[src/rtl/pcx_pkg.sv]
package pcx_pkg;

  localparam int unsigned CODE_W = 7;

  localparam logic [3:0] OP_NOP    = 4'h8;
  localparam logic [3:0] OP_SWAP   = 4'h1;
  localparam logic [3:0] OP_ROW    = 4'h2;
  localparam logic [3:0] OP_SOFT   = 4'h3;
  localparam logic [3:0] OP_COLWR  = 4'h4;

  localparam logic [7:0] SOFT_ALL_OFF = 8'h20;
  localparam logic [7:0] SOFT_COL_LO  = 8'h21;
  localparam logic [7:0] SOFT_COL_HI  = 8'h22;
  localparam logic [7:0] SOFT_ROW_LO  = 8'h28;
  localparam logic [7:0] SOFT_COL_ON  = 8'h2C;

  typedef enum logic [1:0] {
    COL_OFF      = 2'd0,
    COL_DRIVE    = 2'd1,
    COL_FORCE_LO = 2'd2,
    COL_FORCE_HI = 2'd3
  } col_mode_e;

  typedef enum logic [1:0] {
    ROW_OFF      = 2'd0,
    ROW_DRIVE    = 2'd1,
    ROW_FORCE_LO = 2'd2
  } row_mode_e;

  typedef struct packed {
    logic      hit;
    logic      col_upd;
    col_mode_e col_val;
    logic      row_upd;
    row_mode_e row_val;
  } soft_act_t;

  // True when an 8-bit address selects an existing column or row.
  function automatic logic in_range(input logic [7:0] a, input int unsigned lim);
    return 32'(a) < lim;
  endfunction

  // Maps a soft-command selector byte onto the mode updates it requests.
  function automatic soft_act_t soft_lookup(input logic [7:0] sel);
    soft_act_t act;
    act = '{hit: 1'b0, col_upd: 1'b0, col_val: COL_OFF,
            row_upd: 1'b0, row_val: ROW_OFF};
    case (sel)
      SOFT_ALL_OFF: begin
        act.hit = 1'b1; act.col_upd = 1'b1; act.col_val = COL_OFF;
        act.row_upd = 1'b1; act.row_val = ROW_OFF;
      end
      SOFT_COL_LO: begin
        act.hit = 1'b1; act.col_upd = 1'b1; act.col_val = COL_FORCE_LO;
      end
      SOFT_COL_HI: begin
        act.hit = 1'b1; act.col_upd = 1'b1; act.col_val = COL_FORCE_HI;
      end
      SOFT_ROW_LO: begin
        act.hit = 1'b1; act.row_upd = 1'b1; act.row_val = ROW_FORCE_LO;
      end
      SOFT_COL_ON: begin
        act.hit = 1'b1; act.col_upd = 1'b1; act.col_val = COL_DRIVE;
      end
      default: ;
    endcase
    return act;
  endfunction

endpackage

[src/rtl/pcx_decode.sv]
module pcx_decode
  import pcx_pkg::*;
#(
  parameter int unsigned NUM_COLS = 128,
  parameter int unsigned NUM_ROWS = 128,
  localparam int unsigned COL_W = $clog2(NUM_COLS),
  localparam int unsigned ROW_W = $clog2(NUM_ROWS)
) (
  input  logic             cmd_valid,
  input  logic [3:0]       cmd_code,
  input  logic [7:0]       cmd_addr,
  input  logic [7:0]       cmd_data,
  output logic             ev_swap,
  output logic             ev_col_wr,
  output logic [COL_W-1:0] wr_col,
  output logic [CODE_W-1:0] wr_code,
  output logic             ev_row_wr,
  output logic [ROW_W-1:0] wr_row,
  output soft_act_t        soft_act
);

  soft_act_t lookup;

  always_comb begin
    lookup    = soft_lookup(cmd_data);
    ev_swap   = cmd_valid && (cmd_code == OP_SWAP);
    ev_col_wr = cmd_valid && (cmd_code == OP_COLWR) && in_range(cmd_addr, NUM_COLS);
    ev_row_wr = cmd_valid && (cmd_code == OP_ROW) && in_range(cmd_addr, NUM_ROWS);
    wr_col    = cmd_addr[COL_W-1:0];
    wr_row    = cmd_addr[ROW_W-1:0];
    wr_code   = cmd_data[CODE_W-1:0];
    soft_act  = lookup;
    if (!(cmd_valid && (cmd_code == OP_SOFT))) begin
      soft_act.hit     = 1'b0;
      soft_act.col_upd = 1'b0;
      soft_act.row_upd = 1'b0;
    end
  end

endmodule

[src/rtl/pcx_col_banks.sv]
module pcx_col_banks
  import pcx_pkg::*;
#(
  parameter int unsigned NUM_COLS = 128,
  localparam int unsigned COL_W = $clog2(NUM_COLS)
) (
  input  logic                       clk,
  input  logic                       rst_n,
  input  logic                       swap,
  input  logic                       wr_en,
  input  logic [COL_W-1:0]           wr_col,
  input  logic [CODE_W-1:0]          wr_code,
  output logic [NUM_COLS*CODE_W-1:0] col_codes,
  output logic                       bank_sel
);

  always_ff @(posedge clk or negedge rst_n) begin
    if (!rst_n)    bank_sel <= 1'b0;
    else if (swap) bank_sel <= ~bank_sel;
  end

  for (genvar c = 0; c < NUM_COLS; c++) begin : g_col
    logic [CODE_W-1:0] cell0;
    logic [CODE_W-1:0] cell1;
    logic              hit;

    assign hit = wr_en && (wr_col == COL_W'(c));

    // Shadow bank is the one not selected for output.
    always_ff @(posedge clk or negedge rst_n) begin
      if (!rst_n) begin
        cell0 <= '0;
        cell1 <= '0;
      end else if (hit) begin
        if (bank_sel) cell0 <= wr_code;
        else          cell1 <= wr_code;
      end
    end

    assign col_codes[c*CODE_W +: CODE_W] = bank_sel ? cell1 : cell0;
  end

endmodule

[src/rtl/pcx_ctrl_regs.sv]
module pcx_ctrl_regs
  import pcx_pkg::*;
#(
  parameter int unsigned NUM_ROWS = 128,
  localparam int unsigned ROW_W = $clog2(NUM_ROWS)
) (
  input  logic             clk,
  input  logic             rst_n,
  input  logic             row_wr,
  input  logic [ROW_W-1:0] row_addr,
  input  soft_act_t        soft_act,
  output logic [ROW_W-1:0] row_sel,
  output row_mode_e        row_mode,
  output col_mode_e        col_mode
);

  always_ff @(posedge clk or negedge rst_n) begin
    if (!rst_n) begin
      row_sel  <= '0;
      row_mode <= ROW_OFF;
      col_mode <= COL_OFF;
    end else if (row_wr) begin
      row_sel  <= row_addr;
      row_mode <= ROW_DRIVE;
    end else if (soft_act.hit) begin
      if (soft_act.col_upd) col_mode <= soft_act.col_val;
      if (soft_act.row_upd) row_mode <= soft_act.row_val;
    end
  end

endmodule

[src/rtl/pcx_exec.sv]
module pcx_exec
  import pcx_pkg::*;
#(
  parameter int unsigned NUM_COLS = 128,
  parameter int unsigned NUM_ROWS = 128,
  localparam int unsigned COL_W = $clog2(NUM_COLS),
  localparam int unsigned ROW_W = $clog2(NUM_ROWS)
) (
  input  logic                       clk,
  input  logic                       rst_n,
  input  logic                       cmd_valid,
  input  logic [3:0]                 cmd_code,
  input  logic [7:0]                 cmd_addr,
  input  logic [7:0]                 cmd_data,
  output logic [NUM_COLS*CODE_W-1:0] col_codes,
  output logic                       bank_sel,
  output logic [ROW_W-1:0]           row_sel,
  output logic [1:0]                 row_mode,
  output logic [1:0]                 col_mode
);

  // Named internal events, visible to the bound checker.
  logic              ev_swap;
  logic              ev_col_wr;
  logic              ev_row_wr;
  logic [COL_W-1:0]  wr_col;
  logic [ROW_W-1:0]  wr_row;
  logic [CODE_W-1:0] wr_code;
  soft_act_t         soft_act;
  row_mode_e         row_mode_q;
  col_mode_e         col_mode_q;

  pcx_decode #(.NUM_COLS(NUM_COLS), .NUM_ROWS(NUM_ROWS)) u_decode (
    .cmd_valid (cmd_valid),
    .cmd_code  (cmd_code),
    .cmd_addr  (cmd_addr),
    .cmd_data  (cmd_data),
    .ev_swap   (ev_swap),
    .ev_col_wr (ev_col_wr),
    .wr_col    (wr_col),
    .wr_code   (wr_code),
    .ev_row_wr (ev_row_wr),
    .wr_row    (wr_row),
    .soft_act  (soft_act)
  );

  pcx_col_banks #(.NUM_COLS(NUM_COLS)) u_banks (
    .clk       (clk),
    .rst_n     (rst_n),
    .swap      (ev_swap),
    .wr_en     (ev_col_wr),
    .wr_col    (wr_col),
    .wr_code   (wr_code),
    .col_codes (col_codes),
    .bank_sel  (bank_sel)
  );

  pcx_ctrl_regs #(.NUM_ROWS(NUM_ROWS)) u_ctrl (
    .clk      (clk),
    .rst_n    (rst_n),
    .row_wr   (ev_row_wr),
    .row_addr (wr_row),
    .soft_act (soft_act),
    .row_sel  (row_sel),
    .row_mode (row_mode_q),
    .col_mode (col_mode_q)
  );

  assign row_mode = row_mode_q;
  assign col_mode = col_mode_q;

endmodule

[config.mk]
export PLATFORM = sky130hd
export DESIGN_NAME = pcx_exec
export DESIGN_NICKNAME = d
export VERILOG_FILES = /design/src/rtl/pcx_pkg.sv /design/src/rtl/pcx_decode.sv /design/src/rtl/pcx_col_banks.sv /design/src/rtl/pcx_ctrl_regs.sv /design/src/rtl/pcx_exec.sv
export SDC_FILE = /design/constraint.sdc
export NUM_CORES = 2
export LEC_CHECK = 0
export ABC_AREA = 1
export BUFFER_PORTS_ARGS = -buffer_cell sky130_fd_sc_hd__buf_2
export CAP_MARGIN = 30
export CORE_ASPECT_RATIO = 0.6
export CORE_UTILIZATION = 65
export CTS_BUF_LIST = sky130_fd_sc_hd__clkbuf_2 sky130_fd_sc_hd__clkbuf_4 sky130_fd_sc_hd__clkbuf_8
export DETAILED_ROUTE_END_ITERATION = 8
export PLACE_DENSITY_LB_ADDON = 0.12
export SLEW_MARGIN = 10
export SYNTH_ARGS = -nofsm -noshare
export SYNTH_HDL_FRONTEND = slang
export SYNTH_SLANG_ARGS = --single-unit
[constraint.sdc]
create_clock -name clk -period 4.15 [get_ports clk]
set_input_delay 0.2075 -clock clk [delete_from_list [all_inputs] [get_ports clk]]
set_output_delay 0.2075 -clock clk [all_outputs]
set_load 0.02 [all_outputs]
# ---- Word level (Yosys, flattened, before mapping)
# Cells that the tools add are included.
dict set report totals {
  ff_bits 1804
  latchBits 0
  ram_bits 0
  mem_bits_ro 0
  output_inout_bits 908
  word_cells 931
  memories 0
}
dict set report classes {
  addsub 0
  n_mul 0
  div_mod_pow 0
  n_lt_le_gt_ge 1
  eq_ne 136
  n_shift 0
  muxes 136
  bitwise 2
  reduce_logical 396
}
# operator n
set ops {}
lappend ops {{two-way mux 7 bit} 128}
lappend ops {{AND reduction 2 bit} 257}
lappend ops {{equality test 7 bit, second input constant} 64}
lappend ops {{equality test 7 x 6 -> 1 bit, second input constant} 32}
lappend ops {{logical AND 1 bit} 134}
lappend ops {{equality test 7 x 5 -> 1 bit, second input constant} 16}
lappend ops {{equality test 7 x 4 -> 1 bit, second input constant} 8}
lappend ops {{equality test 8 x 6 -> 1 bit, second input constant} 5}
lappend ops {{equality test 7 x 3 -> 1 bit, second input constant} 4}
lappend ops {{equality test 7 x 2 -> 1 bit, second input constant} 2}
lappend ops {{one-hot mux 3 bit (4 select lines)} 1}
lappend ops {{equality test 4 x 2 -> 1 bit, second input constant} 2}
lappend ops {{< comparator 8 bit, second input constant} 1}
lappend ops {{two-way mux 2 bit} 4}
lappend ops {{equality test 7 x 1 -> 1 bit, second input constant} 1}
lappend ops {{zero test 7 bit} 1}
lappend ops {{one-hot mux 3 bit (2 select lines)} 1}
lappend ops {{OR reduction 5 bit} 1}
lappend ops {{equality test 4 x 1 -> 1 bit, second input constant} 1}
lappend ops {{equality test 4 x 3 -> 1 bit, second input constant} 1}
lappend ops {{nonzero test 2 bit} 2}
lappend ops {{AND reduction 3 bit} 1}
lappend ops {{two-way mux 1 bit} 2}
lappend ops {{inverter 1 bit} 2}

# ---- Logic depth before layout (Yosys ltp)
dict set report depth {
  ltp_word 6
  depth_mapped 10
  mapped_depth_nobuf 8
}

# ---- Hierarchy
# A second synthesis with hierarchy kept.
dict set report unflattened {
  hier_cells 10837
  hier_area_um2 82934.5
}
# module n_inst cells_each area_per_inst_um2 seq_area_each_um2
set by_module_without_submodules {}
lappend by_module_without_submodules {pcx_col_banks 1 10721 82080.0 44868.0}
lappend by_module_without_submodules {pcx_ctrl_regs 1 52 466.7 275.3}
lappend by_module_without_submodules {pcx_decode 1 64 387.9 0.0}

# ---- Least setup slack after synthesis
# No wires, ideal clock.
dict set report synth_path {
  kind {reg-to-output}
  start {register u_banks.bank_sel}
  end {output col_codes[101]}
  t_arrival_ps 1792
  required_time_ps 3943
  setup_slack_ps 2150
  path_stages_with_launch 10
  path_buffers 6
  path_cell_list {dfrtp_1 -> buf_2 -> inv_2 -> buf_2 -> buf_2 -> buf_2 -> buf_2 -> buf_2 -> nand2_1 -> nand2_1}
}
dict set report synth_between {
  elab_chain_len 1
}
# item line
set synth_lines {}
lappend synth_lines {{start: declaration} pcx_col_banks.sv:14} ;# output logic bank_sel
lappend synth_lines {{start signal: assignment} pcx_col_banks.sv:19} ;# else if (swap) bank_sel <= ~bank_sel;
lappend synth_lines {{two-way mux 7 bit} pcx_col_banks.sv:40} ;# assign col_codes[c*CODE_W +: CODE_W] = bank_sel ? cell1 : cell0;
lappend synth_lines {{end: declaration} pcx_exec.sv:15} ;# output logic [NUM_COLS*CODE_W-1:0] col_codes,
# No other way between the ends.

# ---- Worst setup path in the final report
dict set report layout_path {
  start {input cmd_data[4]}
  end {register u_ctrl.col_mode[0]}
}
dict set report layout_between {
  elab_chain_len 5
  word_cells_on_any_way 10
  classes_between {eq/ne (5); mux (3); reduce/logical (2)}
}
# item line
set layout_lines {}
lappend layout_lines {{start: declaration} pcx_exec.sv:14} ;# input logic [7:0] cmd_data,
lappend layout_lines {{equality test 8 x 6 -> 1 bit} pcx_pkg.sv:48} ;# case (sel)
lappend layout_lines {{OR reduction 5 bit (no line)} --}
lappend layout_lines {{two-way mux 1 bit} pcx_pkg.sv:48}
lappend layout_lines {{two-way mux 2 bit} pcx_decode.sv:33} ;# if (!(cmd_valid && (cmd_code == OP_SOFT))) begin
lappend layout_lines {{AND reduction 3 bit (no line)} --}
lappend layout_lines {{end signal: assignment} pcx_ctrl_regs.sv:26} ;# if (soft_act.col_upd) col_mode <= soft_act.col_val;
lappend layout_lines {{end: declaration} pcx_ctrl_regs.sv:14} ;# output col_mode_e col_mode
# Parallel ways exist; a longest one is shown, timed or not.
# A chain may end at the register's enable or synchronous reset.

==> out/results.ini <==
[run_status]
status = complete, no violations

[setup_path]
critPathCaptureType = register
r2r_slack_ps = 1330
cp_common_cell = dlygate4sd3_1
cp_max_fo = 104
crit_required_ps = 5090
cp_top_family = buffers and inverters
rr_startpoint = u_banks.bank_sel$_DFFE_PN0P_
timing.rr.end = u_banks.g_col[40].cell1[2]$_DFFE_PN0P_
slowest_stage = dlygate4sd3_1
critical_path.startpoint = cmd_data[4]
path_cells = dlygate4sd3_1, buf_2, clkinv_8, nand2_1, nor2_1, dlygate4sd3_1, nand2_1, dlygate4sd3_1, nand2_1, dlygate4sd3_1, nand3_1, dlygate4sd3_1, nand2_1, dlygate4sd3_1
critPathArrivalTime_ps = 4920
slowest_delay_ps = 710
critical_path_class = primary input to register
r2r_cells = 4
crit_buf_inv = 8
critPathLaunchType = primary input

[grt]
grt_overflow = 0
grt_use_total = 0.406
antenna_found_initial = 8
grt_max_degree = 156
grt_pass1_vias = 63000
grt_pass1_wl_um = 371000

[placed_design]
dp_cells = 11200
hpwl_um = 155000
dp_slack_ps = 1270
gp_congestion = 0.912
io_buffers = 930

[drt]
vias_per_cell = 5.80
dr.first_iter.drc_count = 8292
drt_first_pass_iters = 8
antenna_left = 0
finalWirelength_um = 245000
wl_per_cell_um = 20.9
post-route-drc-count = 0
vias = 68100

[cts]
cts_max_level = 5
cts_root_buffer = clkbuf_8
clk_pin_slew_ps = 70
cts_tree = yes
post_cts_buffers = 0
cts_max_path_buffers = 4
cts_made_buffers = 279
numClockSinks = 1804
clk_latency_ps = 1020

[layout]
drive_gt1_frac = 0.153
fin_cells = 11700
nFillCells = 8567
layout.nets = 9996
syn2layout_area_growth_pct = 14.4

[floorplanning]
num_rows = 97
io_pins = 931
core_area_sq_mm = 0.117
die-height_um = 268
start_util = 0.656
die_x_um = 445
die_area_sq_mm = 0.119

[yosys]
synth_edf_count = 0
synth_cell_type_count = 17
synth_fa_ha_area_frac = 0
yosys-top-cells-count = nand2_1, dfrtp_1, o21ai_0
synth_mux_area_frac = 0
synthesis.area_sq_mm = 0.0766
synth_area_leaders = dfrtp_1, nand2_1, o21ai_0
avgSynthCellArea_sq_um = 8.25
ys_ff_latch = 1804
async_reset_ff_frac = 1.00
synthFlopType = dfrtp_1
synth_compound_area_frac = 0.118
ys_warn_count = 0
yosys.area.top_type_share = 0.589
syn_inst = 9286
synth_nets = 9309
ys_seq_area_frac = 0.589
synth_top_area_cell = dfrtp_1
synth_most_common_cell = nand2_1
yosys.area_share.simple = 0.247
synth_top_family_by_area = simple AND/OR/NAND/NOR gates
synth-xor-area-share = 0.000114

[power_and_ir_drop]
power_uw = 38400
cellPowerDensity_mw_per_mm2 = 438
p_leak_uw = 0.0462
vdd_drop_max_v = 0.000394

[timing]
final_max_slew_viol_count = 0
fin_crit_ps = 3990
finalHoldViolCount = 0
slew_headroom = 0.324
timing.final.crit_share = 0.961
worstMarginPinSlew_ps = 1010
whs_ps = 109
setup_ws_ps = 164
rsz0062_at_grt = no
fin_worst_skew_ps = 32.4
fin_tns_setup_ps = 0
setup_viol = 0
achievable-frequency_ghz = 0.251

[hold_path]
whs_endpoint = u_banks.bank_sel$_DFFE_PN0P_
hp-start = cmd_code[0]
holdCritPathClass = primary input to register
hold_depth = 4

[flow_run]
cap_viol_max_count = 0

flip-flops by register name, indices dropped and copies added, names as in the netlist:
name                 cells
u_ctrl.row_sel           7
u_ctrl.row_mode          2
u_banks.g_col.cell0    896
u_ctrl.col_mode          2
u_banks.g_col.cell1    896
u_banks.bank_sel         1
worst max-delay path by stage:
stage / endpoint / slack (ps) / cells past startpoint
after floorplan: col_codes[101] / 2150 / 9
after global placement: u_banks.g_col[22].cell1[3]$_DFFE_PN0P_ / 1330 / 9
after detailed placement: u_banks.g_col[25].cell0[1]$_DFFE_PN0P_ / 1270 / 8
after CTS: u_ctrl.col_mode[0]$_DFFE_PN0P_ / 120 / 14
after global routing: u_ctrl.col_mode[0]$_DFFE_PN0P_ / 30 / 14
final: u_ctrl.col_mode[0]$_DFFE_PN0P_ / 160 / 14
cell usage in the layout, fill, tap and decap left out:
| cell | netlist | layout |
|---|---|---|
| clkinvlp_4 | 0 | 5 |
| buf_8 | 0 | 3 |
| buf_2 | 333 | 929 |
| dfrtp_1 | 1804 | 1803 |
| nand3_1 | 274 | 273 |
| buf_16 | 0 | 8 |
| buf_4 | 0 | 99 |
| clkinv_8 | 0 | 1 |
| nand3_2 | 0 | 1 |
| inv_6 | 0 | 1 |
| diode_2 | 0 | 7 |
| bufinv_16 | 0 | 1 |
| nor3_1 | 2 | 2 |
| clkinv_2 | 0 | 13 |
| inv_8 | 0 | 6 |
| or2_2 | 1 | 1 |
| inv_1 | 20 | 13 |
| nand2_1 | 4524 | 4524 |
| nor2_1 | 141 | 141 |
| clkbuf_4 | 0 | 99 |
| clkbuf_8 | 2 | 339 |
| xor2_1 | 1 | 1 |
| buf_12 | 0 | 40 |
| dlygate4sd3_1 | 0 | 43 |
| o21ai_0 | 1799 | 1799 |
| clkinv_16 | 0 | 1 |
| nor2_4 | 1 | 1 |
| nand4_1 | 2 | 2 |
| dfrtp_4 | 0 | 1 |
repair_timing:
item,4_1_cts,5_1_grt
hold endpoints to repair,1447,0
resized for setup,0,4
hold buffers,44,0
setup endpoints to repair,0,1
kinds of logic after synthesis:
logic type                Yosys count
AOI/OAI and AO/OA                1799
xor gates and xnor gates            1
buffers and inverters             737
DFF                              1804
and+or+nand+nor                  4945
area by class of cell:
type                    instances  area, sq um  area share
clock inverters                20          141     0.00161
well taps                    1584         1980      0.0226
clock buffers                 438         5410      0.0617
inverters                      21          163     0.00185
flip-flops and latches       1804        45100       0.515
diodes                          7         17.5    0.000200
repair buffers               1122         6890      0.0786
multi-input cells            6745        27900       0.319
layer usage:
| layer | wire length (um) | share of wire | GRT usage |
|---|---|---|---|
| met5 | 0 | 0 | 0 |
| met1 | 94400 | 0.38 | 0.534 |
| met2 | 106000 | 0.43 | 0.589 |
| met4 | 21100 | 0.086 | 0.308 |
| met3 | 23300 | 0.095 | 0.101 |
per-stage QoR:
step,util,cell area (sq um)
after floorplan,-,76600
after global placement,0.697,81400
after detailed placement,0.699,81600
after CTS,0.750,87600
after global routing,0.751,87700
final,0.751,87700
power by group:
part,internal [uW],switching [uW],leakage [uW],total (uW)
clock,8280,6860,0.00296,15100
sequential,17700,140,0.0252,17800
combinational,1030,4420,0.0181,5460
total,27000,11400,0.0462,38400
worst reg2reg max path, cell delays in order, from the launching register on:
cell and delay [ps]:
dfrtp_4 740, inv_8 560, buf_4 530, nand3_1 490
o21ai_0 380
(Power assumes the default switching activity.)
